$ cat src/rtl/gpio_edge_pkg.sv
package gpio_edge_pkg;
  localparam int unsigned MASK_W = 32;

  // Fixed per-bank wake eligibility; banks past 3 are not eligible.
  function automatic logic [MASK_W-1:0] wake_mask(input int unsigned bank);
    case (bank)
      0:       wake_mask = 32'h8003_FE1B;
      1:       wake_mask = 32'h0020_01FC;
      2:       wake_mask = 32'hEC08_0000;
      3:       wake_mask = 32'h0012_007F;
      default: wake_mask = '0;
    endcase
  endfunction
endpackage

$ cat src/rtl/gpio_edge_bank.sv
module gpio_edge_bank #(
  parameter int unsigned BANK_W = 32,
  parameter logic [BANK_W-1:0] WAKE_MASK = '0
) (
  input  logic              clk,
  input  logic              rst_n,
  input  logic              primed,
  input  logic [BANK_W-1:0] pin,
  input  logic [BANK_W-1:0] is_out,
  input  logic [BANK_W-1:0] rise,
  input  logic [BANK_W-1:0] fall,
  input  logic              clr_we,
  input  logic [BANK_W-1:0] clr_bits,
  output logic [BANK_W-1:0] status,
  output logic              wake_hit
);
  logic [BANK_W-1:0] prev_q;
  logic [BANK_W-1:0] status_q;
  logic [BANK_W-1:0] rose, fell, set_v, clr_v, in_mask;

  always_comb begin
    in_mask = ~is_out & {BANK_W{primed}};
    rose    = pin & ~prev_q & in_mask;
    fell    = ~pin & prev_q & in_mask;
    set_v   = (rose & rise) | (fell & fall);
    clr_v   = clr_we ? clr_bits : '0;
    // one or more eligible input pins toggled this clock
    wake_hit = |((rose | fell) & WAKE_MASK);
  end

  always_ff @(posedge clk) begin
    if (!rst_n) begin
      prev_q   <= '0;
      status_q <= '0;
    end else begin
      prev_q   <= pin;
      // the set term is ORed last so a new edge survives a clear
      status_q <= (status_q & ~clr_v) | set_v;
    end
  end

  assign status = status_q;


  sticky_chk: assert property (@(posedge clk) disable iff (!rst_n)
    !clr_we |=> ((status_q & $past(status_q)) == $past(status_q)));
endmodule

$ cat src/rtl/gpio_irq_combine.sv
module gpio_irq_combine #(
  parameter int unsigned TOTAL_W = 128
) (
  input  logic               clk,
  input  logic               rst_n,
  input  logic [TOTAL_W-1:0] status,
  output logic               irq0,
  output logic               irq1,
  output logic               irq_rest
);
  always_ff @(posedge clk) begin
    if (!rst_n) begin
      irq0     <= 1'b0;
      irq1     <= 1'b0;
      irq_rest <= 1'b0;
    end else begin
      irq0     <= status[0];
      irq1     <= status[1];
      irq_rest <= |status[TOTAL_W-1:2];
    end
  end
endmodule

$ cat src/rtl/gpio_edge_irq.sv
module gpio_edge_irq #(
  parameter int unsigned NUM_BANKS = 4,
  parameter int unsigned BANK_W    = 32,
  localparam int unsigned TOTAL_W  = NUM_BANKS * BANK_W
) (
  input  logic                 clk,
  input  logic                 rst_n,
  input  logic [TOTAL_W-1:0]   pin_level,
  input  logic [TOTAL_W-1:0]   pin_is_out,
  input  logic [TOTAL_W-1:0]   rise_en,
  input  logic [TOTAL_W-1:0]   fall_en,
  input  logic [NUM_BANKS-1:0] clr_bank_we,
  input  logic [BANK_W-1:0]    clr_data,
  input  logic                 halted,
  output logic [TOTAL_W-1:0]   edge_status,
  output logic                 irq_pin0,
  output logic                 irq_pin1,
  output logic                 irq_shared,
  output logic                 wake_pulse
);
  logic                 primed_q;
  logic                 wake_q;
  logic [NUM_BANKS-1:0] bank_wake;

  always_ff @(posedge clk) begin
    if (!rst_n) begin
      primed_q <= 1'b0;
      wake_q   <= 1'b0;
    end else begin
      primed_q <= 1'b1;
      wake_q   <= halted & (|bank_wake);
    end
  end

  for (genvar g = 0; g < NUM_BANKS; g++) begin : g_bank
    gpio_edge_bank #(
      .BANK_W    (BANK_W),
      .WAKE_MASK (BANK_W'(gpio_edge_pkg::wake_mask(g)))
    ) u_bank (
      .clk      (clk),
      .rst_n    (rst_n),
      .primed   (primed_q),
      .pin      (pin_level[g*BANK_W +: BANK_W]),
      .is_out   (pin_is_out[g*BANK_W +: BANK_W]),
      .rise     (rise_en[g*BANK_W +: BANK_W]),
      .fall     (fall_en[g*BANK_W +: BANK_W]),
      .clr_we   (clr_bank_we[g]),
      .clr_bits (clr_data),
      .status   (edge_status[g*BANK_W +: BANK_W]),
      .wake_hit (bank_wake[g])
    );
  end

  gpio_irq_combine #(.TOTAL_W(TOTAL_W)) u_irq (
    .clk      (clk),
    .rst_n    (rst_n),
    .status   (edge_status),
    .irq0     (irq_pin0),
    .irq1     (irq_pin1),
    .irq_rest (irq_shared)
  );

  assign wake_pulse = wake_q;


  out_pin_quiet_chk: assert property (@(posedge clk) disable iff (!rst_n)
    ((edge_status & ~$past(edge_status) & $past(pin_is_out)) == '0));


  wake_needs_halt_chk: assert property (@(posedge clk) disable iff (!rst_n)
    wake_pulse |-> $past(halted));


  irq0_follow_chk: assert property (@(posedge clk) disable iff (!rst_n)
    irq_pin0 == $past(edge_status[0]));


  reset_quiet_chk: assert property (@(posedge clk)
    !rst_n |=> (!rst_n -> (edge_status == '0 && !wake_pulse)));
endmodule

$ cat config.mk
export PLATFORM = sky130hd
export DESIGN_NAME = gpio_edge_irq
export DESIGN_NICKNAME = d
export VERILOG_FILES = /design/src/rtl/gpio_edge_pkg.sv /design/src/rtl/gpio_edge_bank.sv /design/src/rtl/gpio_irq_combine.sv /design/src/rtl/gpio_edge_irq.sv
export SDC_FILE = /design/constraint.sdc
export NUM_CORES = 1
export LEC_CHECK = 0
export ABC_CLOCK_PERIOD_IN_PS = 2340
export BUFFER_PORTS_ARGS = -buffer_cell sky130_fd_sc_hd__buf_2
export CAP_MARGIN = 30
export CELL_PAD_IN_SITES_DETAIL_PLACEMENT = 0
export CELL_PAD_IN_SITES_GLOBAL_PLACEMENT = 1
export CORE_AREA = 3 3 264 266
export CTS_BUF_LIST = sky130_fd_sc_hd__clkbuf_2
export DETAILED_ROUTE_END_ITERATION = 10
export DIE_AREA = 0 0 267 269
export PLACE_DENSITY = 0.51
export RECOVER_POWER = 50
export SETUP_SLACK_MARGIN = 0.1
export SYNTH_ARGS = -nofsm -noshare
export SYNTH_HDL_FRONTEND = slang
export SYNTH_SLANG_ARGS = --single-unit
export TNS_END_PERCENT = 50
$ cat constraint.sdc
create_clock -name clk -period 2.34 [get_ports clk]
set_clock_uncertainty 0.2 [all_clocks]
set_input_delay 0.234 -clock clk [delete_from_list [all_inputs] [get_ports clk]]
set_output_delay 0.234 -clock clk [all_outputs]
set_load 0.02 [all_outputs]
==> impl_metrics.prom, run 1 <==
# TYPE chip_impl_metric gauge
chip_impl_metric{name="synthesis_warning_total",unit=""} 0
chip_impl_metric{name="chipWidth",unit="um"} 267
chip_impl_info{name="cts-root-buf",value="clkbuf_2"} 1
chip_impl_metric{name="dp_worst_setup_slack",unit="ps"} -551.9
chip_impl_metric{name="synth-seq-cells",unit=""} 261
chip_impl_metric{name="design.portCount",unit=""} 683
chip_impl_info{name="run_status",value="aborted with a tool error"} 1
chip_impl_metric{name="floorplan.rows",unit=""} 95
chip_impl_metric{name="cts_post_setup_buffers_inserted",unit=""} 3
chip_impl_metric{name="synth_cell_types",unit=""} 25
chip_impl_metric{name="clock_tree.buffer_depth",unit=""} 3
chip_impl_info{name="outcome.stop_stage",value="4_1_cts"} 1
chip_impl_metric{name="cts_resized",unit=""} 80
chip_impl_metric{name="dpl.hpwl",unit="um"} 59250
chip_impl_metric{name="cts-buffers-inserted",unit=""} 84
chip_impl_metric{name="synthesis.instances",unit=""} 1432
chip_impl_metric{name="ctsHtreeMaxLevel",unit=""} 3
chip_impl_metric{name="floorplan.initialDensity",unit=""} 0.1777
chip_impl_metric{name="cts_hold_buf",unit=""} 624
chip_impl_metric{name="place.port_buffers",unit=""} 682
chip_impl_info{name="toolErrorMsg",value="[ERROR RSZ-0060] Max buffer count reached."} 1
chip_impl_metric{name="clock_sink_count",unit=""} 261
chip_impl_metric{name="die_y",unit="um"} 269
chip_impl_metric{name="synthesis.area_per_instance",unit="sq um"} 8.348
chip_impl_metric{name="yosysSeqAreaShare",unit=""} 0.4371
chip_impl_metric{name="synth_fp_nets",unit=""} 1983
chip_impl_metric{name="gpl.final_weighted_congestion",unit=""} 0.8292
chip_impl_metric{name="area_of_the_mapped_netlist",unit="sq um"} 11950
cells in the mapped netlist:
cell type | instances | area share
buf_2 | 7 | 0.0029
nand2_1 | 256 | 0.080
inv_1 | 115 | 0.036
a222oi_1 | 1 | 0.00084
o21ai_0 | 68 | 0.028
nand3b_1 | 120 | 0.075
and4_1 | 1 | 0.00073
dfxtp_1 | 261 | 0.44
nor2_1 | 1 | 0.00031
o21ai_1 | 53 | 0.022
nand4_1 | 10 | 0.0052
a32o_1 | 1 | 0.00084
and3_1 | 1 | 0.00052
and2_1 | 130 | 0.068
xor2_1 | 11 | 0.0081
a221oi_1 | 3 | 0.0022
a22oi_1 | 14 | 0.0088
a21boi_1 | 9 | 0.0057
a32oi_1 | 115 | 0.084
xnor2_1 | 18 | 0.013
o22ai_1 | 9 | 0.0047
nor4_1 | 38 | 0.020
nor4bb_1 | 16 | 0.013
clkbuf_1 | 49 | 0.015
nor2b_1 | 125 | 0.065
kinds of logic after synthesis:
logic type / after synthesis / share of synthesized area
XOR/XNOR: 29 / 0.02125
AO/OA/AOI/OAI: 273 / 0.1579
flip-flops: 261 / 0.4371
AND/OR/NAND/NOR: 698 / 0.3293
buffers and inverters: 171 / 0.05443
per-stage QoR:
stage                     area [sq um]    util  std cells
after detailed placement         16600  0.2467       2967
after floorplan                  11950       -       1432
after global placement           16600  0.2467       2967
==> run 2, diff against run 1 <==
--- a/config.mk
+++ b/config.mk
@@ -8,15 +8,11 @@
 export ABC_CLOCK_PERIOD_IN_PS = 2340
 export BUFFER_PORTS_ARGS = -buffer_cell sky130_fd_sc_hd__buf_2
 export CAP_MARGIN = 30
-export CELL_PAD_IN_SITES_DETAIL_PLACEMENT = 0
-export CELL_PAD_IN_SITES_GLOBAL_PLACEMENT = 1
-export CORE_AREA = 3 3 264 266
-export CTS_BUF_LIST = sky130_fd_sc_hd__clkbuf_2
+export CORE_AREA = 3 3 268 270
 export DETAILED_ROUTE_END_ITERATION = 10
-export DIE_AREA = 0 0 267 269
-export PLACE_DENSITY = 0.51
+export DIE_AREA = 0 0 271 273
+export PLACE_DENSITY_LB_ADDON = 0.15
 export RECOVER_POWER = 50
-export SETUP_SLACK_MARGIN = 0.1
 export SYNTH_ARGS = -nofsm -noshare
 export SYNTH_HDL_FRONTEND = slang
 export SYNTH_SLANG_ARGS = --single-unit
==> run 2 against run 1 <==
The run now ends clean. Synthesized area unchanged. Synthesized cell count is the same.
==> impl_metrics.prom, run 2 <==
# TYPE chip_impl_metric gauge
chip_impl_metric{name="global_route_wire_length_before_repair",unit="um"} 105900
chip_impl_metric{name="finalCriticalPeriod",unit="ps"} 2301
chip_impl_info{name="layout.cells.most_common",value="buf_2"} 1
chip_impl_metric{name="timing_hold_violations_final",unit=""} 0
chip_impl_info{name="synth_commonest_cells",value="dfxtp_1 (261), nand2_1 (256), and2_1 (130), nor2b_1 (125), nand3b_1 (120)"} 1
chip_impl_metric{name="wire_per_inst",unit="um"} 21.71
chip_impl_metric{name="clock_tree.buffer_depth",unit=""} 3
chip_impl_metric{name="clk-insertion-delay-late",unit="ps"} 550
chip_impl_metric{name="synth_cell_types",unit=""} 25
chip_impl_metric{name="power.density",unit="nW/um^2"} 584.6
chip_impl_metric{name="detailedRoute.firstPassIterationCount",unit=""} 5
chip_impl_metric{name="cts-buffers-inserted",unit=""} 37
chip_impl_metric{name="drt-initial-drc-count",unit=""} 667
chip_impl_metric{name="design.portCount",unit=""} 683
chip_impl_metric{name="place.port_buffers",unit=""} 682
chip_impl_metric{name="syn_to_final_growth",unit="%"} 82.96
chip_impl_info{name="yosys-top-cells-area",value="dfxtp_1 (44%), a32oi_1 (8.4%), nand2_1 (8.0%)"} 1
chip_impl_info{name="topRoutingLayerUsed",value="met4"} 1
chip_impl_metric{name="clock_sink_count",unit=""} 261
chip_impl_metric{name="remaining_drc_errors",unit=""} 0
chip_impl_metric{name="totalPowerFinal",unit="W"} 0.01279
chip_impl_metric{name="grt_pass1_vias",unit=""} 15720
chip_impl_metric{name="layout.nets",unit=""} 3101
chip_impl_info{name="cts-root-buf",value="clkbuf_16"} 1
chip_impl_info{name="netlist.top_cell.by_area",value="dfxtp_1"} 1
chip_impl_metric{name="detailroute.wirelength.met3",unit="um"} 4684
chip_impl_metric{name="fin_worst_hold_slack",unit="ps"} 31.16
chip_impl_info{name="grt_setup_unrepaired",value="false"} 1
chip_impl_metric{name="synth-seq-cells",unit=""} 261
chip_impl_metric{name="fin_ws",unit="ps"} 39.14
chip_impl_metric{name="detailroute.wirelength.met2",unit="um"} 37680
chip_impl_metric{name="route.detailed.vias_per_inst",unit=""} 4.295
chip_impl_metric{name="post_route_cells_drive_above_1_share",unit=""} 0.2668
chip_impl_metric{name="die_y",unit="um"} 273
chip_impl_info{name="timing.critical_path.slowest_stage_cell",value="dlygate4sd3_1"} 1
chip_impl_metric{name="worst_slew_margin_rel",unit=""} 0.2602
chip_impl_metric{name="floorplan.die_area",unit="sq um"} 73980
chip_impl_metric{name="critical_path_peak_fanout",unit=""} 3
chip_impl_metric{name="global_route.usage.total",unit=""} 0.1954
chip_impl_info{name="worst_path_dominant_cell_family",value="buffers and inverters"} 1
chip_impl_metric{name="worst-path-buf-inv",unit=""} 4
chip_impl_metric{name="core_area",unit="sq um"} 69790
chip_impl_metric{name="synthesis_warning_total",unit=""} 0
chip_impl_info{name="path_cells",value="dlygate4sd3_1, buf_2, nand3b_1, o21ai_1, a32oi_1, dlygate4sd3_1, nor2b_1, dlygate4sd3_1"} 1
chip_impl_metric{name="maxSlewViolCount",unit=""} 0
chip_impl_metric{name="floorplan.initialDensity",unit=""} 0.1713
chip_impl_metric{name="yosysSeqAreaShare",unit=""} 0.4371
chip_impl_metric{name="finalCoreUtilization",unit=""} 0.3134
chip_impl_info{name="tritoncts",value="done"} 1
chip_impl_metric{name="final.period_utilization",unit=""} 0.9833
chip_impl_metric{name="area_of_the_mapped_netlist",unit="sq um"} 11950
chip_impl_metric{name="synthArstFlopShare",unit=""} 0
chip_impl_metric{name="cp_slowest_stage_delay",unit="ps"} 590
chip_impl_info{name="worst_setup_path_end_kind",value="flop"} 1
chip_impl_metric{name="slew_at_the_pin_closest_to_its_max_slew_limit",unit="ps"} 1110
chip_impl_metric{name="initial_antenna_violation_count",unit=""} 11
chip_impl_metric{name="setup-violations-final",unit=""} 0
chip_impl_metric{name="cp_data_arrival_time",unit="ps"} 2590
chip_impl_metric{name="required_time_of_the_worst_setup_path",unit="ps"} 2630
chip_impl_info{name="run_status",value="finished, final reports clean"} 1
chip_impl_metric{name="detail_route.wirelength.met1",unit="um"} 32250
chip_impl_metric{name="peakVddDrop",unit="V"} 0.0003790
chip_impl_metric{name="grt-ovfl-total",unit=""} 0
chip_impl_info{name="layout_common_cells",value="buf_2 (598), dlygate4sd3_1 (418), dfxtp_1 (260)"} 1
chip_impl_info{name="crit_path_start_kind",value="input port"} 1
chip_impl_metric{name="achievable-frequency",unit="MHz"} 434.6
chip_impl_metric{name="drtAntennaViolNets",unit=""} 0
chip_impl_metric{name="synthesis.instances",unit=""} 1432
chip_impl_info{name="hold_class",value="input port to flop"} 1
chip_impl_info{name="most_instantiated_library_cell_after_synthesis",value="dfxtp_1"} 1
chip_impl_metric{name="synth_enable_flop_cells",unit=""} 0
chip_impl_metric{name="totalWireLength",unit="um"} 76420
chip_impl_info{name="postSynth.topFlopCell",value="dfxtp_1"} 1
chip_impl_metric{name="netlist.area_leader.share",unit=""} 0.4371
chip_impl_metric{name="cap_violations",unit=""} 0
chip_impl_metric{name="dpl.hpwl",unit="um"} 59830
chip_impl_metric{name="pin_count_of_the_biggest_net_entering_global_routing",unit=""} 75
chip_impl_metric{name="cts.reportedPaths.clkPinSlew",unit="ps"} 60
chip_impl_metric{name="leakage",unit="nW"} 9.249
chip_impl_metric{name="floorplan.rows",unit=""} 97
chip_impl_metric{name="chipWidth",unit="um"} 271
chip_impl_info{name="critical-path-top-cell-by-count",value="dlygate4sd3_1"} 1
chip_impl_metric{name="dp_worst_setup_slack",unit="ps"} -218.7
chip_impl_info{name="path_class",value="input port to flop"} 1
chip_impl_metric{name="gpl.final_weighted_congestion",unit=""} 0.9091
chip_impl_metric{name="synthesis.area_per_instance",unit="sq um"} 8.348
chip_impl_metric{name="synth_fp_nets",unit=""} 1983
chip_impl_metric{name="ctsHtreeMaxLevel",unit=""} 2
chip_impl_metric{name="number_of_vias_in_the_routed_layout",unit=""} 15120
-- run 2: cell counts after synthesis --
Identical to the previous run, type by type.
-- run 2: worst paths after layout --
check / cells after the start / from / slack, ps / to
setup / recovery: 8 / pin_level[127] / 40 / g_bank[3].u_bank.status[31]
hold / removal: 4 / clr_data[16] / 30 / g_bank[0].u_bank.status[16]
setup reg to reg: 5 / primed_q / 110 / g_bank[0].u_bank.status[29]
hold reg to reg: 1 / g_bank[0].u_bank.status[1] / 320 / u_irq.irq1
-- run 2: cell type report --
cell class                      instances  area (sq um)
Clock inverter                          5         53.80
Multi-Input combinational cell       1000          6095
Tap cell                              940          1176
Antenna cell                            9         22.52
Inverter                              115         431.7
Fill cell                            7540         47910
Sequential cell                       261          5229
Timing Repair Buffer                 1135          7767
Clock buffer                           55          1096
-- run 2: where the power goes --
part	switching [W]	internal, W
Clock	0.00221	0.00332
Sequential	0.000151	0.00464
Combinational	0.00121	0.00125
-- run 2: worst reg2reg max path: cells and delay by family (launching register included) --
kind | cells | cell delay [ps]
compound gates | 1 | 100
buf+inv | 3 | 1330
flops | 1 | 470
simple gates | 1 | 100
-- run 2: logic make-up (layout without fill, tap and decap cells) --
| logic type | after synthesis | in the layout | synth area share |
|---|---|---|---|
| DFF | 261 | 261 | 0.4371 |
| buffers and inverters | 171 | 1310 | 0.05443 |
| and+or+nand+nor | 698 | 698 | 0.3293 |
| other | 0 | 9 | 0 |
| xor gates and xnor gates | 29 | 29 | 0.02125 |
| AOI/OAI and AO/OA | 273 | 273 | 0.1579 |
-- run 2: through the flow --
stage               TNS [ps]  cells  area, sq um
floorplan                  0   1432        11950
global placement      -242.6   3032        16630
detailed placement    -218.7   3032        16630
CTS                        0   3510        21970
global route               0   3517        21860
finish                     0   3520        21870
-- run 2: repair_timing --
item,in CTS,in global routing
setup buffers,0,1
resized for setup,1,3
pin swaps,0,0
hold endpoints to repair,257,0
hold buffers,418,0
setup endpoints to repair,1,11
-- run 2: metal layers --
metal | global-route usage | vias to the layer above
li1 | - | 7223
met1 | 0.2386 | 7288
met2 | 0.3436 | 513
met3 | 0.04276 | 93
met4 | 0.05650 | 0
met5 | 0 | -
No activity file was read; power rests on OpenSTA's default activity.
